File: src/rtl/sfifo_trig_pkg.sv
package sfifo_trig_pkg;

  typedef struct packed {
    logic [1:0] rx_code;
    logic [1:0] tx_code;
    logic       mce;
  } sfifo_cfg_t;

  // Receive threshold in bytes; code 01 differs between the two modes.
  function automatic int unsigned rx_level(input logic [1:0] code,
                                           input logic sync,
                                           input int unsigned depth);
    unique case (code)
      2'd0:    return 1;
      2'd1:    return sync ? depth / 8 : depth / 4;
      2'd2:    return depth / 2;
      default: return depth - 2;
    endcase
  endfunction

  // Remaining-byte threshold for the send queue.
  function automatic int unsigned tx_level(input logic [1:0] code,
                                           input int unsigned depth);
    unique case (code)
      2'd0:    return depth / 2;
      2'd1:    return depth / 4;
      2'd2:    return depth / 8;
      default: return 0;
    endcase
  endfunction

endpackage

File: src/rtl/sfifo_byte_fifo.sv
module sfifo_byte_fifo #(
  parameter int DW    = 8,
  parameter int DEPTH = 16,
  localparam int AW   = (DEPTH > 1) ? $clog2(DEPTH) : 1,
  localparam int CW   = $clog2(DEPTH + 1)
) (
  input  logic          clk,
  input  logic          rst_n,
  input  logic          in_valid,
  output logic          in_ready,
  input  logic [DW-1:0] in_data,
  input  logic          out_en,
  output logic          out_valid,
  input  logic          out_ready,
  output logic [DW-1:0] out_data,
  output logic [CW-1:0] level,
  output logic          ovf,
  output logic          udf
);

  logic [DW-1:0] mem [DEPTH];
  logic [AW-1:0] wr_ptr, rd_ptr;
  logic          empty, full, push, pop;

  assign empty     = (level == '0);
  assign full      = (level == CW'(DEPTH));
  assign in_ready  = !full;
  assign out_valid = !empty && out_en;
  assign out_data  = mem[rd_ptr];
  assign push      = in_valid && !full;
  assign pop       = out_valid && out_ready;

  function automatic logic [AW-1:0] nxt(input logic [AW-1:0] p);
    return (p == AW'(DEPTH - 1)) ? '0 : p + AW'(1);
  endfunction

  always_ff @(posedge clk) begin
    if (push) mem[wr_ptr] <= in_data;
  end

  always_ff @(posedge clk or negedge rst_n) begin
    if (!rst_n) begin
      wr_ptr <= '0;
      rd_ptr <= '0;
      level  <= '0;
      ovf    <= 1'b0;
      udf    <= 1'b0;
    end else begin
      if (push) wr_ptr <= nxt(wr_ptr);
      if (pop)  rd_ptr <= nxt(rd_ptr);
      case ({push, pop})
        2'b10:   level <= level + CW'(1);
        2'b01:   level <= level - CW'(1);
        default: level <= level;
      endcase
      ovf <= in_valid && full;
      udf <= out_ready && empty;
    end
  end

endmodule

File: src/rtl/sfifo_thresh_dec.sv
module sfifo_thresh_dec
  import sfifo_trig_pkg::*;
#(
  parameter int DEPTH = 16,
  localparam int CW   = $clog2(DEPTH + 1)
) (
  input  sfifo_cfg_t    cfg,
  input  logic          mode_sync,
  output logic [CW-1:0] rx_thr,
  output logic [CW-1:0] tx_thr
);

  always_comb begin
    rx_thr = CW'(rx_level(cfg.rx_code, mode_sync, DEPTH));
    tx_thr = CW'(tx_level(cfg.tx_code, DEPTH));
  end

endmodule

File: src/rtl/sfifo_level_flag.sv
module sfifo_level_flag (
  input  logic clk,
  input  logic rst_n,
  input  logic cond,
  input  logic clr,
  output logic flag
);

  // Condition wins over a clear strobe in the same cycle.
  always_ff @(posedge clk or negedge rst_n) begin
    if (!rst_n)    flag <= 1'b0;
    else if (cond) flag <= 1'b1;
    else if (clr)  flag <= 1'b0;
  end

endmodule

File: src/rtl/sfifo_trig_ctrl.sv
module sfifo_trig_ctrl
  import sfifo_trig_pkg::*;
#(
  parameter int DW    = 8,
  parameter int DEPTH = 16,
  localparam int CW   = $clog2(DEPTH + 1)
) (
  input  logic          clk,
  input  logic          rst_n,
  input  logic          cfg_we,
  input  logic [4:0]    cfg_wdata,
  input  logic          mode_sync,
  input  logic          tx_in_valid,
  output logic          tx_in_ready,
  input  logic [DW-1:0] tx_in_data,
  output logic          tx_out_valid,
  input  logic          tx_out_ready,
  output logic [DW-1:0] tx_out_data,
  input  logic          rx_in_valid,
  output logic          rx_in_ready,
  input  logic [DW-1:0] rx_in_data,
  output logic          rx_out_valid,
  input  logic          rx_out_ready,
  output logic [DW-1:0] rx_out_data,
  output logic          rdf,
  input  logic          rdf_clr,
  output logic          tdfe,
  input  logic          tdfe_clr,
  input  logic          cts_n,
  output logic          rts_n,
  output logic          tx_ovf,
  output logic          tx_udf,
  output logic          rx_ovf,
  output logic          rx_udf
);

  sfifo_cfg_t    cfg_q;
  logic          cfg_mce_q;
  logic          hs_on, send_ok;
  logic [CW-1:0] rx_cnt, tx_cnt, rx_thr, tx_thr, rx_free;

  always_ff @(posedge clk or negedge rst_n) begin
    if (!rst_n)      cfg_q <= '0;
    else if (cfg_we) cfg_q <= sfifo_cfg_t'(cfg_wdata);
  end

  assign cfg_mce_q = cfg_q.mce;
  // Handshake is honoured only in asynchronous mode.
  assign hs_on     = cfg_q.mce && !mode_sync;
  assign send_ok   = !hs_on || !cts_n;
  assign rx_free   = CW'(DEPTH) - rx_cnt;
  assign rts_n     = hs_on && (rx_free < rx_thr);

  sfifo_thresh_dec #(.DEPTH(DEPTH)) u_dec (
    .cfg       (cfg_q),
    .mode_sync (mode_sync),
    .rx_thr    (rx_thr),
    .tx_thr    (tx_thr)
  );

  sfifo_byte_fifo #(.DW(DW), .DEPTH(DEPTH)) u_txq (
    .clk       (clk),
    .rst_n     (rst_n),
    .in_valid  (tx_in_valid),
    .in_ready  (tx_in_ready),
    .in_data   (tx_in_data),
    .out_en    (send_ok),
    .out_valid (tx_out_valid),
    .out_ready (tx_out_ready),
    .out_data  (tx_out_data),
    .level     (tx_cnt),
    .ovf       (tx_ovf),
    .udf       (tx_udf)
  );

  sfifo_byte_fifo #(.DW(DW), .DEPTH(DEPTH)) u_rxq (
    .clk       (clk),
    .rst_n     (rst_n),
    .in_valid  (rx_in_valid),
    .in_ready  (rx_in_ready),
    .in_data   (rx_in_data),
    .out_en    (1'b1),
    .out_valid (rx_out_valid),
    .out_ready (rx_out_ready),
    .out_data  (rx_out_data),
    .level     (rx_cnt),
    .ovf       (rx_ovf),
    .udf       (rx_udf)
  );

  sfifo_level_flag u_rdf (
    .clk   (clk),
    .rst_n (rst_n),
    .cond  (rx_cnt >= rx_thr),
    .clr   (rdf_clr),
    .flag  (rdf)
  );

  sfifo_level_flag u_tdfe (
    .clk   (clk),
    .rst_n (rst_n),
    .cond  (tx_cnt <= tx_thr),
    .clr   (tdfe_clr),
    .flag  (tdfe)
  );

endmodule

File: config.mk
export PLATFORM = sky130hd
export DESIGN_NAME = sfifo_trig_ctrl
export DESIGN_NICKNAME = d
export VERILOG_FILES = /design/src/rtl/sfifo_trig_pkg.sv /design/src/rtl/sfifo_byte_fifo.sv /design/src/rtl/sfifo_thresh_dec.sv /design/src/rtl/sfifo_level_flag.sv /design/src/rtl/sfifo_trig_ctrl.sv
export SDC_FILE = /design/constraint.sdc
export NUM_CORES = 1
export LEC_CHECK = 0
export BUFFER_PORTS_ARGS = -buffer_cell sky130_fd_sc_hd__buf_2
export CORE_ASPECT_RATIO = 1.75
export CORE_MARGIN = 3
export CORE_UTILIZATION = 61
export DETAILED_ROUTE_END_ITERATION = 10
export HOLD_SLACK_MARGIN = 0.06
export MAX_ROUTING_LAYER = met4
export PLACE_DENSITY = 0.84
export SETUP_SLACK_MARGIN = 0.2
export SYNTH_ARGS = -nofsm -noshare
export SYNTH_HDL_FRONTEND = slang
export SYNTH_SLANG_ARGS = --single-unit
File: constraint.sdc
create_clock -name clk -period 4.1 [get_ports clk]
set_input_delay 0.82 -clock clk [delete_from_list [all_inputs] [get_ports clk]]
set_output_delay 0.82 -clock clk [all_outputs]
set_load 0.02 [all_outputs]
==> metrics list, run 1 <==
- Post-detailed-route via-to-cell ratio: 6.18
- In this run the number of H-tree levels came out at 1.
* Number of search-and-repair iterations in the first detailed-routing pass: 5
- Headroom to the max-slew limit came out at 0.394.
* Share of the yosys chip area belonging to registers: 0.708
- Along the worst path, the maximum fanout reaches 19.
* Syn Nets: 732
* Max-cap viol count: 0
- Count of state elements after synthesis: 293
- Buffers inserted during clock tree synthesis total 26.
* Total Routing Usage GR: 0.227
* Number of distinct library cells after synthesis: 41
- GRT overflow: 0
* Outcome: finished clean
* Total wire length: 23.0 mm
* Internal portion of total power: 6.42 mW
- The first global-routing pass estimated 36.6 mm of wire.
* Combinational share of power: 0.315
- Post-layout total power: 9.34 mW
- The first routing iteration left 292 violations.
- Unrepaired setup endpoints after global routing: no
* Post-route clock period utilization: 0.902
- Yosys mapped a number of flops with a built-in enable equal to 256.
- DP HPWL: 16.1 mm
- In the final layout, the share of cells above drive strength 1 is 0.261.
* Syn Std Cell Area: 12200 sq um
* Commonest cells after routing, fill and taps aside: edfxtp_1 (256), mux4_2 (64), buf_2 (58), dfrtp_1 (36)
* Maximum VDD drop: 0.706 mV
* Final setup TNS: 0 ns
- The number of antenna violations at the first check in global routing is 0.
- Of the total power, the clock network draws 0.253.
- Clock latency on the worst-skew pair, taken at its later pin, is 0.52 ns.
- Wire length per cell after detailed routing: 23.2 um
- In this run the core area contains 67 standard-cell rows.
* Proportion of register bits with asynchronous set or reset after synthesis: 0.126
* Overall die area: 21700 sq um
* Count of nets left with antenna violations after detail routing: 0
* Shortest period the worst path allows: 3.70 ns
* Most common cell after layout, fill and taps aside: edfxtp_1
* Number of global-route vias before repair: 6625
* Cell type contributing the most total cell area after synthesis: edfxtp_1
- After clock tree synthesis, the clock-pin slew on the worst setup and hold paths is 0.06 ns.
* Number of warnings reported in the yosys synthesis log: 0
* Power share of the sequential group: 0.432
* Switching power as a share of total power: 0.312
* Leading register cell type out of synthesis: edfxtp_1
* Vias after detailed routing: 6128
- Leading post-synthesis cells by cell area: edfxtp_1 (63%), mux4_2 (12%), dfrtp_1 (7.6%)
* Count of clock tree sinks: 293
- Count of hold-fix buffers inserted at cts: 0
- Post-detailed-route DRC marker count: 0
* Number of ports placed on the die boundary: 59
- Switching power: 2.92 mW
* Chip Height: 193 um
- Synth-to-Final Area Change: 11.1%
- In this run the mean area of a mapped cell was 18.2 sq um.
- Worst min-delay path category: in2async
- Number of gates resized after cts: 0
- Power density of the placed cells: 691 nW/um^2
- The clock arrives with 0.00943 ns of skew.
- The critical path in this run is classified as reg2out.
* Weighted congestion at the end of routability-driven global placement: 0.887
* Required time reported for the critical path endpoint: 3.28 ns
* Number of I/O port buffers: 58
* Data arrival time at the worst-slack endpoint: 2.88 ns
- Nature of the critical path endpoint: primary output
* LEAKAGE: 4.72 nW
* Worst Max-Slew Pin Slew: 0.905 ns
- At the end of the flow the core is filled with cells to 0.698.
- Filler cell count in the final layout: 1133
- Fraction of post-synthesis cell area in the top cell type by area: 0.632
* Buffers from clock root to sink, at most: 3
* Clock tree from TritonCTS: yes
* Largest net degree at the start of global routing: 38
- Counting every instance in the synthesized netlist gives 667.
- The hold violation total from the final report came to 0.
- The die is 113 um wide.
- The number of antenna diodes in the final layout is 0.
- Area taken by flip-flops and latches: 8610 sq um
- Area taken by multi-input logic gates: 3270 sq um
- STA classifies the critical path startpoint as a flip-flop.
- For the worst flop-to-flop path, the logic depth is 13.
* Effective utilization at floorplan: 0.628
- Setup violations, final: 0
- In this run the post-CTS setup repair buffer count came out at 0.
- After floorplanning, the core was sized to cover 19400 sq um.
- In this run the clock root is driven by a clkbuf_16.
* Count of pins over their slew limit: 0
- The final layout contains 799 nets.
* Timing-limited maximum frequency: 270 MHz
## worst max-delay path, stage by stage (launching register included)
cell and delay [ns]:
dfrtp_1 0.80, buf_4 0.43, mux4_2 0.37, inv_1 0.08, o21ai_0 0.11, a221o_1 0.40, buf_2 0.17
## routing by layer
layer  up-vias  GRT usage  wire length, um
met5         -          -                0
met4         0     0.0921              911
met3        66     0.0286             1000
met2       206      0.430            13400
met1      3120      0.236             7660
li1       2736          -                -
## Yosys cell counts, drive strengths merged (2+ instances only)
cell    number
o21ai       32
nand3        9
nor2b       16
mux4        64
xor2         4
nor2        16
ha          31
a21oi       10
mux2        23
nor3b        2
nor3         7
dfrtp       37
edfxtp     256
or3b         2
and2        20
nand2       24
inv         33
xnor2       10
nand2b       6
nand3b       2
fa           2
clkbuf      12
nand4        3
a21o         4
a221o        8
buf         17
o221ai       8
## sequential cells by signal (all words and copies together) (netlist names)
name          count
u_rxq.ovf         1
u_txq.wr_ptr      4
cfg_q             4
u_rdf.flag        1
u_txq.ovf         1
u_rxq.level       5
u_rxq.rd_ptr      4
u_rxq.udf         1
u_txq.level       5
u_rxq.wr_ptr      4
cfg_mce_q         1
u_txq.mem       128
u_rxq.mem       128
u_txq.rd_ptr      4
u_txq.udf         1
u_tdfe.flag       1
## final timing paths
| check | from | endpoint | slack, ns |
|---|---|---|---|
| min in group clk | u_rdf.flag | u_rdf.flag | 0.50 |
| worst min-delay path | rst_n | u_txq.level[4] | 0.40 |
| worst min register to register | u_rdf.flag | u_rdf.flag | 0.50 |
| worst max register to register | u_rxq.level[0] | u_rxq.level[4] | 0.67 |
| worst max-delay path | u_txq.rd_ptr[1] | tx_out_data[5] | 0.40 |
| max in group asynchronous | rst_n | u_rxq.rd_ptr[0] | 3.12 |
## kinds of logic after synthesis
group,share of synthesized area
XOR/XNOR,0.0101
flip-flops,0.708
buffers and inverters,0.0232
adder cells (fa/ha/maj),0.0352
AO/OA/AOI/OAI,0.0360
AND/OR/NAND/NOR,0.0477
multiplexers,0.140
## power by group through the flow
stage / sequential, mW / clock (mW) / combinational [mW]
final: 4.04 / 2.37 / 2.94
after global routing: 4.09 / 2.53 / 3.20
after CTS: 4.04 / 2.41 / 2.97
after detailed placement: 4.10 / 0 / 2.94
after global placement: 4.06 / 0 / 2.84
after floorplan: 3.86 / 0 / 2.36
## layout make-up
type / instances / area share
clock inverters: 10 / 0.00926
repair buffers: 68 / 0.0280
well taps: 241 / 0.0223
flip-flops and latches: 293 / 0.637
multi-input cells: 312 / 0.242
clock buffers: 35 / 0.0522
inverters: 33 / 0.00916
## stage by stage
stage	instances	setup WS, ns	hold slack [ns]	cell area [sq um]
after CTS	992	0.366	0.424	13500
final	992	0.401	0.405	13500
after global placement	947	0.819	0.475	12700
after floorplan	667	0.930	0.489	12200
after detailed placement	947	0.694	0.480	12700
after global routing	992	0.215	0.462	13500
Note: power is estimated with default switching activity, not from simulation.
==> inputs of run 2 (changes only) <==
Settings changed: CORE_UTILIZATION 61 to 60, PLACE_DENSITY 0.84 to 0.83.
==> run 2 against run 1 <==
Against the previous run:
- first-iteration DRC count is 37% higher
- setup slack worse by 0.023 ns
- register-to-register slack worse by 0.08 ns
- design area is 1.2% higher
- utilization is 0.76 points lower
- sequential power hardly changed
==> metrics list, run 2 (synthesized netlist as in run 1, its figures left out) <==
* Number of search-and-repair iterations in the first detailed-routing pass: 5 (unchanged)
- The worst supply voltage drop on vdd is 0.612 mV (-13%).
* Buffers inserted during post-CTS setup optimization: 0 (unchanged)
* Worst clock skew on the final layout: 0.00859 ns (-0.000844 ns)
* Wire length per cell after detailed routing: 23.5 um (+1.1%)
- Weighted congestion at the end of routability-driven global placement: 0.881 (-0.64%)
* Net count of the finished layout: 800 (+0.13%)
- The pin slew with the least headroom to its limit is 0.881 ns (-0.0243 ns).
- Shortest period the worst path allows: 3.72 ns (+0.0231 ns)
* # rows: 68 (+1.5%)
- The least setup slack across all paths after layout came to 0.378 ns (-0.0231 ns).
- GRT overflow: 0 (unchanged)
- The number of maximum-capacitance constraint violations came to 0 (unchanged).
- Wire length of the first global-routing pass: 37.1 mm (+1.5%)
- The layout cell share with drive strength beyond 1 was 0.269 (+0.00789).
- The number of sinks driven by the clock tree was 293 (unchanged).
- Num CTS Buffers: 26 (unchanged)
* Worst slew slack as a fraction of its limit: 0.411 (+0.0163)
* DP HPWL: 16.4 mm (+1.8%)
- Overall die area: 22100 sq um (+1.6%)
- Largest net degree at the start of global routing: 38 (unchanged)
- Final hold slack: 0.380 ns (-0.0244 ns)
- Final hold vios: 0 (unchanged)
* Count of nets left with antenna violations after detail routing: 0 (unchanged)
- The fmax is 269 MHz (-0.62%).
- The top cell types in the final layout, fill and taps aside, are edfxtp_1 (256), mux4_2 (64), buf_2 (58), dfrtp_1 (36).
- Number of inserted diodes: 0 (unchanged)
* Layout Cell Area excl Fill: 13700 sq um (+1.2%)
- Count of hold-fix buffers inserted at cts: 0 (unchanged)
- The total leakage power came to 4.79 nW (+1.5%).
- Unrepaired setup endpoints after global routing: no
* Number of I/O port buffers: 58 (unchanged)
- Final Core Density: 0.690 (-0.00765)
- By startpoint and endpoint, the worst setup path is classified as reg2out.
- Synth-to-Final Area Change: 12.5%
- The clock latency reported for the late side of the worst-skew pair is 0.52 ns (about the same).
- Outcome: finished clean
- Initial antenna violation count: 0 (unchanged)
* Nature of the critical path endpoint: primary output
* Largest registers: u_rxq.mem: 128 flops, u_txq.mem: 128 flops
- The worst endpoint data arrival time is 2.90 ns (+0.02 ns).
* Number of global-route vias before repair: 6646 (+0.32%)
- Count of routing violations after the opening detailed-route iteration: 399 (+37%)
- Cell at the root of the clock tree: clkbuf_16
* Power density of the placed cells: 713 nW/um^2 (+3.1%)
- Clock transition time at the flip-flop clock pins of the worst setup and hold paths: 0.06 ns (about the same)
* Post-detailed-route via-to-cell ratio: 6.11 (-1.1%)
- Placeable Area: 19800 sq um (+2.4%)
- The maximum clock path buffer count was 3 (unchanged).
- The number of remaining DRC errors is 0 (unchanged).
* Total Routing Usage GR: 0.227 (+0.000311)
- The die outline height came to 194 um (+0.80%).
- Worst min-delay path category: in2async
- The maximum fanout encountered on the critical timing path was 20 (+1).
- TritonCTS built the clock tree.
* Setup violations, final: 0 (unchanged)
* Most common cell after layout, fill and taps aside: edfxtp_1
- The aggregate routed wire length was 23.5 mm (+2.0%).
- The number of I/O pins is 59 (unchanged).
* Horizontal extent of the die: 114 um (+0.79%)
- The worst setup timing slack at the placement stage is 0.626 ns (-0.0684 ns).
* Crit start category: flip-flop
* Count of H-tree levels built during CTS: 1 (unchanged)
- The setup TNS is 0 ns (unchanged).
* Required time reported for the critical path endpoint: 3.28 ns (about the same)
* Vias after detailed routing: 6110 (-0.29%)
- Post-route clock period utilization: 0.908 (+0.00564)
- The total cell area at the placement stage came to 12700 sq um (about the same).
- Number of gates resized after cts: 0 (unchanged)
- The starting density of the core came to 0.614 (-0.0146).
- Count of pins over their slew limit: 0 (unchanged)
==> run 2: cell types whose count changed in the layout (fill, tap and decap cells not counted), sizes merged <==
cell and delta:
bufinv +5, clkbuf -5, clkinvlp +2, buf +1, inv +1
==> run 2: metrics by stage <==
| step | instances | total power, mW |
|---|---|---|
| floorplan | 667 | 6.21 |
| global placement | 952 | 6.96 |
| detailed placement | 952 | 7.09 |
| global route | 1000 | 10.2 |
| CTS | 1000 | 9.85 |
| finish | 1000 | 9.75 |
==> run 2: cell type report <==
class | instances | area (sq um)
inverters | 33 | 124
repair buffers | 69 | 385
multi-input cells | 312 | 3270
flip-flops and latches | 293 | 8610
clock buffers | 30 | 687
well taps | 245 | 307
fillers | 1220 | 6140
clock inverters | 18 | 300
==> run 2: power breakdown <==
group / internal, mW / switching, mW / leakage [nW]
clock: 1.71 / 1.03 / 0.469
combinational: 1.40 / 1.60 / 1.56
sequential: 3.63 / 0.381 / 2.76
==> run 2: worst max-delay path: stages (launching register included) <==
cell and delay [ns]:
dfrtp_1 0.88, mux2_2 0.41, o221ai_1 0.32, o21ai_0 0.20, a221o_1 0.40, buf_2 0.17
==> run 2: worst paths after layout <==
check	startpoint	end	slack [ns]	cells past startpoint
max	u_txq.rd_ptr[1]	tx_out_data[1]	0.38	5
min	rst_n	u_txq.level[2]	0.38	1
max reg2reg	u_rxq.level[1]	u_rxq.level[4]	0.59	13
min reg2reg	u_rdf.flag	u_rdf.flag	0.50	2
max in group asynchronous	rst_n	u_rxq.rd_ptr[0]	3.15	1
min in group clk	u_rdf.flag	u_rdf.flag	0.50	2
==> run 2: routing by layer <==
| layer | vias up | routed length, um | global-route usage |
|---|---|---|---|
| li1 | 2755 | - | - |
| met1 | 3114 | 7920 | 0.240 |
| met3 | 55 | 870 | 0.0271 |
| met4 | 0 | 886 | 0.0869 |
| met2 | 186 | 13800 | 0.425 |
| met5 | - | 0 | - |
